==> src/rtl/lvl_irq_pkg.sv <==
// Package: shared constants for the banked level interrupt controller.
// Assumes byte addressing with 32-bit registers and a 0x20 bank stride.
package lvl_irq_pkg;
    localparam int BANK_SRCS = 32;
    localparam int OFS_W     = 5;
    localparam logic [OFS_W-1:0] OFS_STATUS = 5'h00;
    localparam logic [OFS_W-1:0] OFS_MASK   = 5'h04;
    localparam logic [OFS_W-1:0] OFS_SETM   = 5'h08;
    localparam logic [OFS_W-1:0] OFS_CLRM   = 5'h0C;
    localparam logic [OFS_W-1:0] OFS_PEND   = 5'h10;
endpackage

==> src/rtl/lvl_irq_sync.sv <==
// Module: two-flop synchroniser for one bank of level sources.
// Assumes sources are quasi-static levels. Output lags input by two edges.
module lvl_irq_sync #(
    parameter int WIDTH = 32
) (
    input  logic             clk,
    input  logic             rst_n,
    input  logic [WIDTH-1:0] async_i,
    output logic [WIDTH-1:0] level_o
);
    logic [WIDTH-1:0] stage1_q;
    logic [WIDTH-1:0] stage2_q;
    logic [1:0]       warm_q;

    // Two-stage capture of the raw source levels.
    always_ff @(posedge clk) begin
        if (!rst_n) begin
            stage1_q <= '0;
            stage2_q <= '0;
        end else begin
            stage1_q <= async_i;
            stage2_q <= stage1_q;
        end
    end

    // Counts edges since reset so the latency check starts once history exists.
    always_ff @(posedge clk) begin
        if (!rst_n)              warm_q <= 2'd0;
        else if (warm_q != 2'd2) warm_q <= warm_q + 2'd1;
    end

    assign level_o = stage2_q;

    AST_SYNC_LATENCY: assert property (@(posedge clk) disable iff (!rst_n)
        (warm_q == 2'd2) |-> (level_o == $past(async_i, 2)));
endmodule

==> src/rtl/lvl_irq_mask_bank.sv <==
// Module: mask register and pending logic for one bank.
// Assumes set and clear strobes are never active together (distinct addresses).
module lvl_irq_mask_bank #(
    parameter int WIDTH = 32
) (
    input  logic             clk,
    input  logic             rst_n,
    input  logic             set_we,
    input  logic             clr_we,
    input  logic [WIDTH-1:0] wdata,
    input  logic [WIDTH-1:0] level_i,
    output logic [WIDTH-1:0] mask_o,
    output logic [WIDTH-1:0] pend_o
);
    logic [WIDTH-1:0] mask_q;

    // Mask update: resets to all-disabled, otherwise bit-selective set or clear.
    always_ff @(posedge clk) begin
        if (!rst_n)      mask_q <= '1;
        else if (set_we) mask_q <= mask_q | wdata;
        else if (clr_we) mask_q <= mask_q & ~wdata;
    end

    // Pending view: active sources that are not masked.
    always_comb begin
        pend_o = level_i & ~mask_q;
    end

    assign mask_o = mask_q;

    AST_MASK_RESET: assert property (@(posedge clk)
        !rst_n |=> (mask_q == '1));
    AST_MASK_SET: assert property (@(posedge clk) disable iff (!rst_n)
        (set_we && $past(rst_n)) |=> ((mask_q & $past(wdata)) == $past(wdata)));
    AST_MASK_CLR: assert property (@(posedge clk) disable iff (!rst_n)
        (clr_we && $past(rst_n)) |=> ((mask_q & $past(wdata)) == '0));
    AST_MASK_HOLD: assert property (@(posedge clk) disable iff (!rst_n)
        (!set_we && !clr_we && $past(rst_n)) |=> $stable(mask_q));
endmodule

==> src/rtl/lvl_irq_rdmux.sv <==
// Module: read-data selection across banks and register offsets.
// Assumes flat vectors with bank b in bits [32*b +: 32]. Holes read zero.
module lvl_irq_rdmux
    import lvl_irq_pkg::*;
#(
    parameter int NUM_BANKS = 2,
    parameter int BSEL_W    = 3
) (
    input  logic [BSEL_W-1:0]              bank_sel,
    input  logic [OFS_W-1:0]               ofs,
    input  logic [NUM_BANKS*BANK_SRCS-1:0] status_all,
    input  logic [NUM_BANKS*BANK_SRCS-1:0] mask_all,
    input  logic [NUM_BANKS*BANK_SRCS-1:0] pend_all,
    output logic [BANK_SRCS-1:0]           rdata
);
    // Pick the addressed bank's register, or zero for anything unmapped.
    always_comb begin
        rdata = '0;
        for (int b = 0; b < NUM_BANKS; b++) begin
            if (bank_sel == BSEL_W'(b)) begin
                case (ofs)
                    OFS_STATUS: rdata = status_all[b*BANK_SRCS +: BANK_SRCS];
                    OFS_MASK:   rdata = mask_all[b*BANK_SRCS +: BANK_SRCS];
                    OFS_PEND:   rdata = pend_all[b*BANK_SRCS +: BANK_SRCS];
                    default:    rdata = '0;
                endcase
            end
        end
    end
endmodule

==> src/rtl/lvl_irq_hub.sv <==
// Module: top of the banked level interrupt controller.
// Decodes the register bus, repeats synchroniser and mask logic per bank,
// and ORs every pending bit onto one request line.
// Assumes ADDR_W is large enough to address all banks at a 0x20 stride.
module lvl_irq_hub
    import lvl_irq_pkg::*;
#(
    parameter int NUM_BANKS = 2,
    parameter int ADDR_W    = 8
) (
    input  logic                           clk,
    input  logic                           rst_n,
    input  logic [NUM_BANKS*BANK_SRCS-1:0] src_i,
    input  logic [ADDR_W-1:0]              bus_addr,
    input  logic                           bus_we,
    input  logic [BANK_SRCS-1:0]           bus_wdata,
    output logic [BANK_SRCS-1:0]           bus_rdata,
    output logic                           irq_o
);
    localparam int SRC_W  = NUM_BANKS * BANK_SRCS;
    localparam int BSEL_W = ADDR_W - OFS_W;

    logic [BSEL_W-1:0]    bank_sel;
    logic [OFS_W-1:0]     ofs;
    logic [NUM_BANKS-1:0] set_we;
    logic [NUM_BANKS-1:0] clr_we;
    logic [SRC_W-1:0]     status_all;
    logic [SRC_W-1:0]     mask_all;
    logic [SRC_W-1:0]     pend_all;

    assign bank_sel = bus_addr[ADDR_W-1:OFS_W];
    assign ofs      = bus_addr[OFS_W-1:0];

    for (genvar b = 0; b < NUM_BANKS; b++) begin : g_bank
        // Write strobes for this bank's set-mask and clear-mask ports.
        always_comb begin
            set_we[b] = bus_we && (bank_sel == BSEL_W'(b)) && (ofs == OFS_SETM);
            clr_we[b] = bus_we && (bank_sel == BSEL_W'(b)) && (ofs == OFS_CLRM);
        end

        lvl_irq_sync #(.WIDTH(BANK_SRCS)) u_sync (
            .clk     (clk),
            .rst_n   (rst_n),
            .async_i (src_i[b*BANK_SRCS +: BANK_SRCS]),
            .level_o (status_all[b*BANK_SRCS +: BANK_SRCS])
        );

        lvl_irq_mask_bank #(.WIDTH(BANK_SRCS)) u_mask (
            .clk     (clk),
            .rst_n   (rst_n),
            .set_we  (set_we[b]),
            .clr_we  (clr_we[b]),
            .wdata   (bus_wdata),
            .level_i (status_all[b*BANK_SRCS +: BANK_SRCS]),
            .mask_o  (mask_all[b*BANK_SRCS +: BANK_SRCS]),
            .pend_o  (pend_all[b*BANK_SRCS +: BANK_SRCS])
        );
    end

    lvl_irq_rdmux #(.NUM_BANKS(NUM_BANKS), .BSEL_W(BSEL_W)) u_rdmux (
        .bank_sel   (bank_sel),
        .ofs        (ofs),
        .status_all (status_all),
        .mask_all   (mask_all),
        .pend_all   (pend_all),
        .rdata      (bus_rdata)
    );

    // Combined request: any enabled active source in any bank.
    always_comb begin
        irq_o = |pend_all;
    end

    AST_MASKED_QUIET: assert property (@(posedge clk) disable iff (!rst_n)
        (&mask_all) |-> !irq_o);
endmodule

==> config.mk <==
export PLATFORM = sky130hd
export DESIGN_NAME = lvl_irq_hub
export DESIGN_NICKNAME = d
export VERILOG_FILES = /design/src/rtl/lvl_irq_pkg.sv /design/src/rtl/lvl_irq_sync.sv /design/src/rtl/lvl_irq_mask_bank.sv /design/src/rtl/lvl_irq_rdmux.sv /design/src/rtl/lvl_irq_hub.sv
export SDC_FILE = /design/constraint.sdc
export NUM_CORES = 1
export LEC_CHECK = 0
export BUFFER_PORTS_ARGS = -buffer_cell sky130_fd_sc_hd__buf_2
export CORE_ASPECT_RATIO = 1.25
export CORE_MARGIN = 10
export CORE_UTILIZATION = 34
export DETAILED_ROUTE_END_ITERATION = 10
export GPL_ROUTABILITY_DRIVEN = 0
export PLACE_DENSITY = 0.54
export SYNTH_ARGS = -nofsm -noshare
export SYNTH_HDL_FRONTEND = slang
export SYNTH_HIERARCHICAL = 1
export SYNTH_SLANG_ARGS = --single-unit
==> constraint.sdc <==
create_clock -name clk -period 2.6 [get_ports clk]
set_input_delay 0.39 -clock clk [delete_from_list [all_inputs] [get_ports clk]]
set_output_delay 0.39 -clock clk [all_outputs]
set_load 0.03 [all_outputs]
==> results_dict.tcl, run 1 <==
set metrics [dict create \
    yosysTopAreaCell "dfxtp_1" \
    synthArstFlopShare 0 \
    layout_common_cells "dfxtp_1, buf_2, and2_2" \
    postSynthAreaPerCell_sq_um 10.56 \
    synth-xor-area-share 0 \
    critPathLaunchType "flop" \
    slew_headroom 0.6971 \
    nets 997 \
    die_w_um 158.3 \
    worstPathArrival_ns 2.18 \
    final_util 0.4175 \
    grt_usage 0.1515 \
    syn_inst 770 \
    cts-buffers-inserted 17 \
    hold_depth 2 \
    tightest_slew_ns 0.4481 \
    clock_sinks 192 \
    yosys.area.top_type_share 0.4726 \
    status "finished clean" \
    cp.required_ns 2.21 \
    ant_nets 0 \
    synthMuxAreaShare 0.08892 \
    hold_buffers 0 \
    die-area_sq_um 30540 \
    nFillCells 2327 \
    slew_violations 0 \
    drtIter0Drc 443 \
    p_leak_nw 3.793 \
    synth-compound-area-share 0.1725 \
    fp-row-count 63 \
    ir_drop_mv 0.4276 \
    synth_cell_types 31 \
    vias 6307 \
    multi_input_area_sq_um 4081 \
    hpwl_mm 15.73 \
    path_class "flop to output port" \
    htree_levels 4 \
    yosys.area_share.simple 0.2223 \
    drc 0 \
    synth_top_flop_cell "dfxtp_1" \
    grt_max_degree 94 \
    clk_pin_slew_ns 0.08 \
    coreArea_sq_um 23650 \
    synth_top_family_by_area "simple AND/OR/NAND/NOR gates" \
    final_common_cell "dfxtp_1" \
    die_height_um 192.9 \
    antenna_found_initial 4 \
    end_kind "output port" \
    clock_latency_ns 0.45 \
    wl_per_cell_um 19.53 \
    ff_latch_area_sq_um 3852 \
    numPortBuffers 139 \
    yosys_warnings 6 \
    synth_area_sq_um 8133 \
    period_share 0.9873 \
    p_per_area_nw_per_um2 630.6 \
    drv_cap 0 \
    finalPower_mw 6.226 \
    synthesis.nets 877 \
    max_freq_mhz 389.6 \
    ys_ff_latch 192 \
    rsz0062_at_grt "true" \
    hp-class "input port to flop" \
    grt_pass1_wl_mm 35.84 \
    vias_per_cell 5.269 \
    hold_slack_ns 0.1538 \
    grt_pass1_vias 6223 \
    reg2regPathDepth 1 \
    period_minus_slack_ns 2.567 \
    ys_seq_area_frac 0.4726 \
    io-pin-count 140 \
    wl_mm 23.38 \
    clockBufferDepth 2 \
    cts_tree "done" \
    synth_enable_flop_cells 0 \
    crit_fanout 2 \
    setup_viol 0 \
    grt-ovfl-total 0 \
    start_util 0.3439 \
    ys_top_cells_by_area "dfxtp_1, and2_2, a221o_1" \
    skew_ns 0.009923 \
    hold_viol_final 0 \
    drive_above_1_share 0.4363 \
    root_buffer "clkbuf_16" \
    synth_fa_ha_area_frac 0 \
    areaGrowthSynthToFinish_pct 21.40 \
    dr.pass1.iters 5 \
]
[cells in the mapped netlist (2+ instances only)]
master	count
mux2_1	18
nand4_1	4
buf_6	11
inv_1	3
nand2_1	67
nor4_1	16
nor2_1	2
a22oi_1	31
clkbuf_2	12
a221o_1	64
nor3_1	3
a221oi_1	32
and2_2	128
mux2_2	44
nor2b_1	65
dfxtp_1	192
clkbuf_1	24
a211oi_1	31
buf_2	11
[per-layer routing]
layer	routed length, um	GRT usage	vias up
li1	-	-	3062
met3	1400	0.04192	32
met1	10630	0.1991	3021
met5	34	0	-
met2	10820	0.2335	188
met4	503	0.05353	4
[cell families after synthesis]
logic type             count (synthesis)
muxes                                 64
AOI/OAI and AO/OA                    160
DFF                                  192
and+or+nand+nor                      290
buffers and inverters                 64
[layout make-up]
| cell class | count | share of cell area |
|---|---|---|
| clock inverters | 14 | 0.01673 |
| diodes | 2 | 0.0005069 |
| inverters | 4 | 0.001521 |
| multi-input cells | 514 | 0.4134 |
| well taps | 292 | 0.03700 |
| repair buffers | 161 | 0.09720 |
| clock buffers | 18 | 0.04347 |
| flip-flops and latches | 192 | 0.3902 |
[worst max-delay path, stage by stage, from the launching register on]
cell,delay (ns)
dfxtp_1,0.32
nor2b_4,0.14
nor4_4,0.30
buf_4,0.15
nand4_1,0.11
or4_4,0.57
buf_6,0.16
[stage by stage]
step                cell area, sq um  setup TNS, ns  std cells  setup WS [ns]
floorplan                       8133              0        770         0.4037
global placement                9141              0       1164         0.1699
detailed placement              9141              0       1164         0.2122
CTS                             9857              0       1195      0.0001474
global route                    9871       -0.04667       1196       -0.04667
finish                          9873              0       1197        0.03296
[where the power goes]
group / internal (mW) / switching (mW)
clock: 1.38 / 1.29
sequential: 3.03 / 0.0310
combinational: 0.249 / 0.244
[final timing paths]
path / from / end / slack, ns
max: g_bank[0].u_sync/level_o[16]$_SDFF_PN0_ / irq_o / 0.03
min: src_i[12] / g_bank[0].u_sync/stage1_q[12]$_SDFF_PN0_ / 0.15
max reg2reg: flop / flop / 1.82
min reg2reg: g_bank[0].u_sync/stage1_q[21]$_SDFF_PN0_ / g_bank[0].u_sync/level_o[21]$_SDFF_PN0_ / 0.44
[timing repair]
| action | in CTS | in global routing |
|---|---|---|
| resized for setup | 29 | 4 |
| setup buffers | 0 | 0 |
| pin swaps | 7 | 4 |
| setup endpoints to repair | 1 | 1 |
| endpoints found under the hold margin | 0 | 0 |
No activity file was read; power rests on OpenSTA's default activity.
==> run 2, diff against run 1 <==
CORE_UTILIZATION = 45   (was 34)
PLACE_DENSITY = 0.67   (was 0.54)
==> results_dict.tcl, run 2 (synthesis results as in run 1) <==
set metrics [dict create \
    nFillCells 1599 \
    start_util 0.4612 \
    wl_per_cell_um 19.33 \
    path_class "flop to output port" \
    dr.pass1.iters 7 \
    numPortBuffers 139 \
    hold_viol_final 0 \
    grt_max_degree 119 \
    clockBufferDepth 2 \
    cp.required_ns 2.21 \
    ff_latch_area_sq_um 3845 \
    setup_viol 0 \
    hpwl_mm 15.49 \
    cts-buffers-inserted 17 \
    drtIter0Drc 518 \
    crit_fanout 2 \
    die_w_um 140.2 \
    hold_buffers 0 \
    grt-ovfl-total 0 \
    final_common_cell "dfxtp_1" \
    drc 0 \
    die-area_sq_um 23880 \
    final_util 0.5468 \
    routed-wl-met2_mm 10.88 \
    slowest_stage "or4_4" \
    p_per_area_nw_per_um2 627.0 \
    root_buffer "clkbuf_16" \
    status "finished clean" \
    clock_latency_ns 0.43 \
    skew_ns 0.005854 \
    final_cell_area_sq_um 9642 \
    max_freq_mhz 387.8 \
    cp_num_buf_inv 1 \
    grt_usage 0.1788 \
    io-pin-count 140 \
    top_layer "met5" \
    cts_tree "done" \
    coreArea_sq_um 17630 \
    vias_per_cell 5.624 \
    antenna_found_initial 3 \
    drv_cap 0 \
    fp-row-count 54 \
    ant_nets 0 \
    worstPathCellList "nor2b_1 > nor4_1 > nand4_1 > or4_4 > buf_6" \
    cpPeakStageDelay_ns 0.58 \
    rsz0062_at_grt "true" \
    dpl-instance-area_sq_um 9039 \
    detail_route.wirelength.met1_mm 9.428 \
    slew_headroom 0.1868 \
    tightest_slew_ns 1.218 \
    areaGrowthSynthToFinish_pct 18.55 \
    vias 6378 \
    hp-class "input port to flop" \
    clk_pin_slew_ns 0.07 \
    wl_mm 21.92 \
    period_share 0.9919 \
    layout_common_cells "dfxtp_1, buf_2, and2_2" \
    period_minus_slack_ns 2.579 \
    htree_levels 4 \
    critPathLaunchType "flop" \
    nets 1003 \
    grt_pass1_wl_mm 34.23 \
    ir_drop_mv 0.4520 \
    drive_above_1_share 0.4212 \
    end_kind "output port" \
    p_leak_nw 3.759 \
    crit_family "simple AND/OR/NAND/NOR gates" \
    cts_setup_buffers 0 \
    slew_violations 0 \
    die_height_um 170.3 \
    worstPathArrival_ns 2.19 \
    route.met3.wl_mm 1.152 \
    clock_sinks 192 \
    grt_pass1_vias 6381 \
    multi_input_area_sq_um 3985 \
]
-- run 2: final timing paths --
check | startpoint | end | slack, ns | cells past startpoint
worst min-delay path | src_i[4] | g_bank[0].u_sync/stage1_q[4]$_SDFF_PN0_ | 0.17 | 2
worst max register to register | flop | flop | 1.83 | 1
worst min register to register | g_bank[1].u_sync/stage1_q[1]$_SDFF_PN0_ | g_bank[1].u_sync/level_o[1]$_SDFF_PN0_ | 0.44 | 1
worst max-delay path | g_bank[1].u_sync/level_o[20]$_SDFF_PN0_ | irq_o | 0.02 | 5
-- run 2: what timing repair did --
item / in CTS / in global routing
gates cloned: 0 / 0
endpoints found under the setup margin: 1 / 1
endpoints found under the hold margin: 0 / 0
gates resized for setup: 8 / 0
pin swaps: 3 / 0
-- run 2: final cells by class --
cell class | count | share of cell area
clock buffers | 20 | 0.04737
diodes | 3 | 0.0007786
multi-input cells | 514 | 0.4133
flip-flops and latches | 192 | 0.3988
well taps | 224 | 0.02907
clock inverters | 10 | 0.01064
repair buffers | 167 | 0.09849
inverters | 4 | 0.001557
-- run 2: metrics by stage --
step | std cells | total power, mW | hold WS (ns) | TNS, ns | setup slack, ns
final | 1134 | 6.045 | 0.1735 | 0 | 0.02103
after global routing | 1133 | 6.274 | 0.1599 | -0.07296 | -0.07296
after detailed placement | 1101 | 3.617 | 0.4319 | 0 | 0.2400
after CTS | 1131 | 6.112 | 0.1576 | 0 | 0.002070
after floorplan | 770 | 3.426 | 0.4263 | 0 | 0.4037
after global placement | 1101 | 3.608 | 0.4292 | 0 | 0.1647
-- run 2: routing by layer --
metal  vias up  global-route usage
met1      3054              0.2184
li1       3066                   -
met5         -                   0
met2       225              0.2983
met4         2             0.07059
met3        31             0.04038
-- run 2: where the power goes --
group / switching (mW) / total, mW / leakage [nW] / internal (mW)
Combinational: 0.239 / 0.487 / 1.91 / 0.248
Sequential: 0.0310 / 3.07 / 1.58 / 3.03
Clock: 1.11 / 2.49 / 0.276 / 1.38
Total: 1.38 / 6.05 / 3.76 / 4.66
==> run 3, diff against run 2 <==
CORE_MARGIN = unset   (was 10)
PLACE_DENSITY = 0.66   (was 0.67)
==> results_dict.tcl, run 3 (synthesis results as in run 1) <==
set metrics [dict create \
    final_common_cell "dfxtp_1" \
    crit_fanout 2 \
    finalPower_mw 6.241 \
    p_per_area_nw_per_um2 633.8 \
    grt_max_degree 86 \
    slowest_stage "or4_4" \
    skew_ns 0.003381 \
    dr.pass1.iters 5 \
    crit_end "irq_o" \
    cts_setup_buffers 0 \
    coreArea_sq_um 17570 \
    drv_cap 0 \
    io-pin-count 140 \
    root_buffer "clkbuf_16" \
    layout_common_cells "dfxtp_1, buf_2, and2_2" \
    clockBufferDepth 2 \
    wl_mm 21.09 \
    drc 0 \
    cts-buffers-inserted 17 \
    worstPathArrival_ns 2.15 \
    r2r_slack_ns 1.79 \
    hpwl_mm 14.14 \
    die_height_um 152.3 \
    final_cell_area_sq_um 9847 \
    grt-ovfl-total 0 \
    period_share 0.9775 \
    die_w_um 122.2 \
    p_sw_mw 1.474 \
    hold_viol_final 0 \
    grt_pass1_vias 6192 \
    antenna_found_initial 1 \
    ir_drop_mv 0.4487 \
    multi_input_area_sq_um 4108 \
    drive_above_1_share 0.4420 \
    setup_viol 0 \
    status "finished clean" \
    grt_pass1_wl_mm 32.62 \
    end_kind "output port" \
    vias 6391 \
    dpl-instance-area_sq_um 9059 \
    clk_pin_slew_ns 0.07 \
    cpPeakStageDelay_ns 0.58 \
    period_minus_slack_ns 2.541 \
    path_class "flop to output port" \
    clock_sinks 192 \
    slew_violations 0 \
    hp-class "input port to flop" \
    p_int_mw 4.766 \
    ant_nets 0 \
    critPathLaunchType "flop" \
    wl_per_cell_um 18.65 \
    nets 999 \
    combPwrFrac 0.079 \
    ff_latch_area_sq_um 3852 \
    clock_latency_ns 0.43 \
    die-area_sq_um 18620 \
    max_freq_mhz 393.5 \
    tightest_slew_ns 0.6535 \
    vias_per_cell 5.651 \
    slew_headroom 0.5639 \
    startpoint "g_bank[1].u_sync/level_o[30]$_SDFF_PN0_" \
    numPortBuffers 139 \
    p_leak_nw 3.819 \
    fp-row-count 54 \
    worstPathCellList "nor2b_1 > nor4_2 > nand4_1 > or4_4 > buf_6" \
    areaGrowthSynthToFinish_pct 21.08 \
    start_util 0.4630 \
    cts_tree "done" \
    drtIter0Drc 511 \
    reg2regPathDepth 1 \
    nFillCells 1578 \
    cp.required_ns 2.21 \
    p_sw_frac 0.2362 \
    p_seq_frac 0.491 \
    power_frac_clock 0.430 \
    grt_usage 0.2296 \
    htree_levels 4 \
]
==> run 3: metal layers <==
layer	vias up	GRT usage	share of wire
li1	3064	-	-
met5	-	0	0
met2	196	0.4021	0.52
met1	3107	0.2783	0.42
met3	24	0.04641	0.045
met4	0	0.06852	0.015
==> run 3: how the worst min path moves through the flow <==
stage / slack, ns / depth (start not counted) / endpoint / startpoint
global placement: 0.43 / 1 / g_bank[1].u_sync/level_o[20]$_SDFF_PN0_ / g_bank[1].u_sync/stage1_q[20]$_SDFF_PN0_
finish: 0.17 / 2 / g_bank[1].u_sync/stage1_q[25]$_SDFF_PN0_ / src_i[57]
CTS: 0.16 / 2 / g_bank[1].u_sync/stage1_q[20]$_SDFF_PN0_ / src_i[52]
global route: 0.15 / 2 / g_bank[1].u_sync/stage1_q[8]$_SDFF_PN0_ / src_i[40]
floorplan: 0.43 / 1 / g_bank[0].u_sync/level_o[0]$_SDFF_PN0_ / g_bank[0].u_sync/stage1_q[0]$_SDFF_PN0_
detailed placement: 0.43 / 1 / g_bank[1].u_sync/level_o[23]$_SDFF_PN0_ / g_bank[1].u_sync/stage1_q[23]$_SDFF_PN0_
==> run 3: what timing repair did <==
action	4_1_cts	5_1_grt
hold buffers	0	0
gates resized for setup	10	26
endpoints found under the setup margin	1	1
cloned	0	0
pin swaps	5	9
==> run 3: area by class of cell <==
class                   instances  share of cell area
multi-input cells             514              0.4172
flip-flops and latches        192              0.3912
repair buffers                163             0.09848
clock buffers                  18             0.04460
well taps                     224             0.02846
clock inverters                14             0.01804
inverters                       4            0.001525
diodes                          2           0.0005083
==> run 3: power by group through the flow <==
stage / combinational [mW] / sequential (mW) / clock (mW)
floorplan: 0.308 / 3.12 / 0
global placement: 0.481 / 3.13 / 0
detailed placement: 0.489 / 3.13 / 0
CTS: 0.490 / 3.06 / 2.74
global route: 0.534 / 3.07 / 2.86
finish: 0.491 / 3.06 / 2.69
==> run 3: critical path: cells and delay by family (launching register included) <==
kind | cells | cell delay [ns]
AND/OR/NAND/NOR | 4 | 1.24
flip-flops | 1 | 0.33
buffers and inverters | 1 | 0.16
==> run 3: stage by stage <==
stage / hold slack, ns / setup slack [ns] / utilization / TNS (ns) / cells
after global routing: 0.1523 / -0.004828 / 0.5604 / -0.004828 / 1130
after CTS: 0.1569 / 0.003520 / 0.5540 / 0 / 1129
after detailed placement: 0.4309 / 0.2217 / 0.5157 / 0 / 1097
after global placement: 0.4276 / 0.2155 / 0.5157 / 0 / 1097
after floorplan: 0.4263 / 0.4037 / - / 0 / 770
final: 0.1725 / 0.05855 / 0.5605 / 0 / 1131
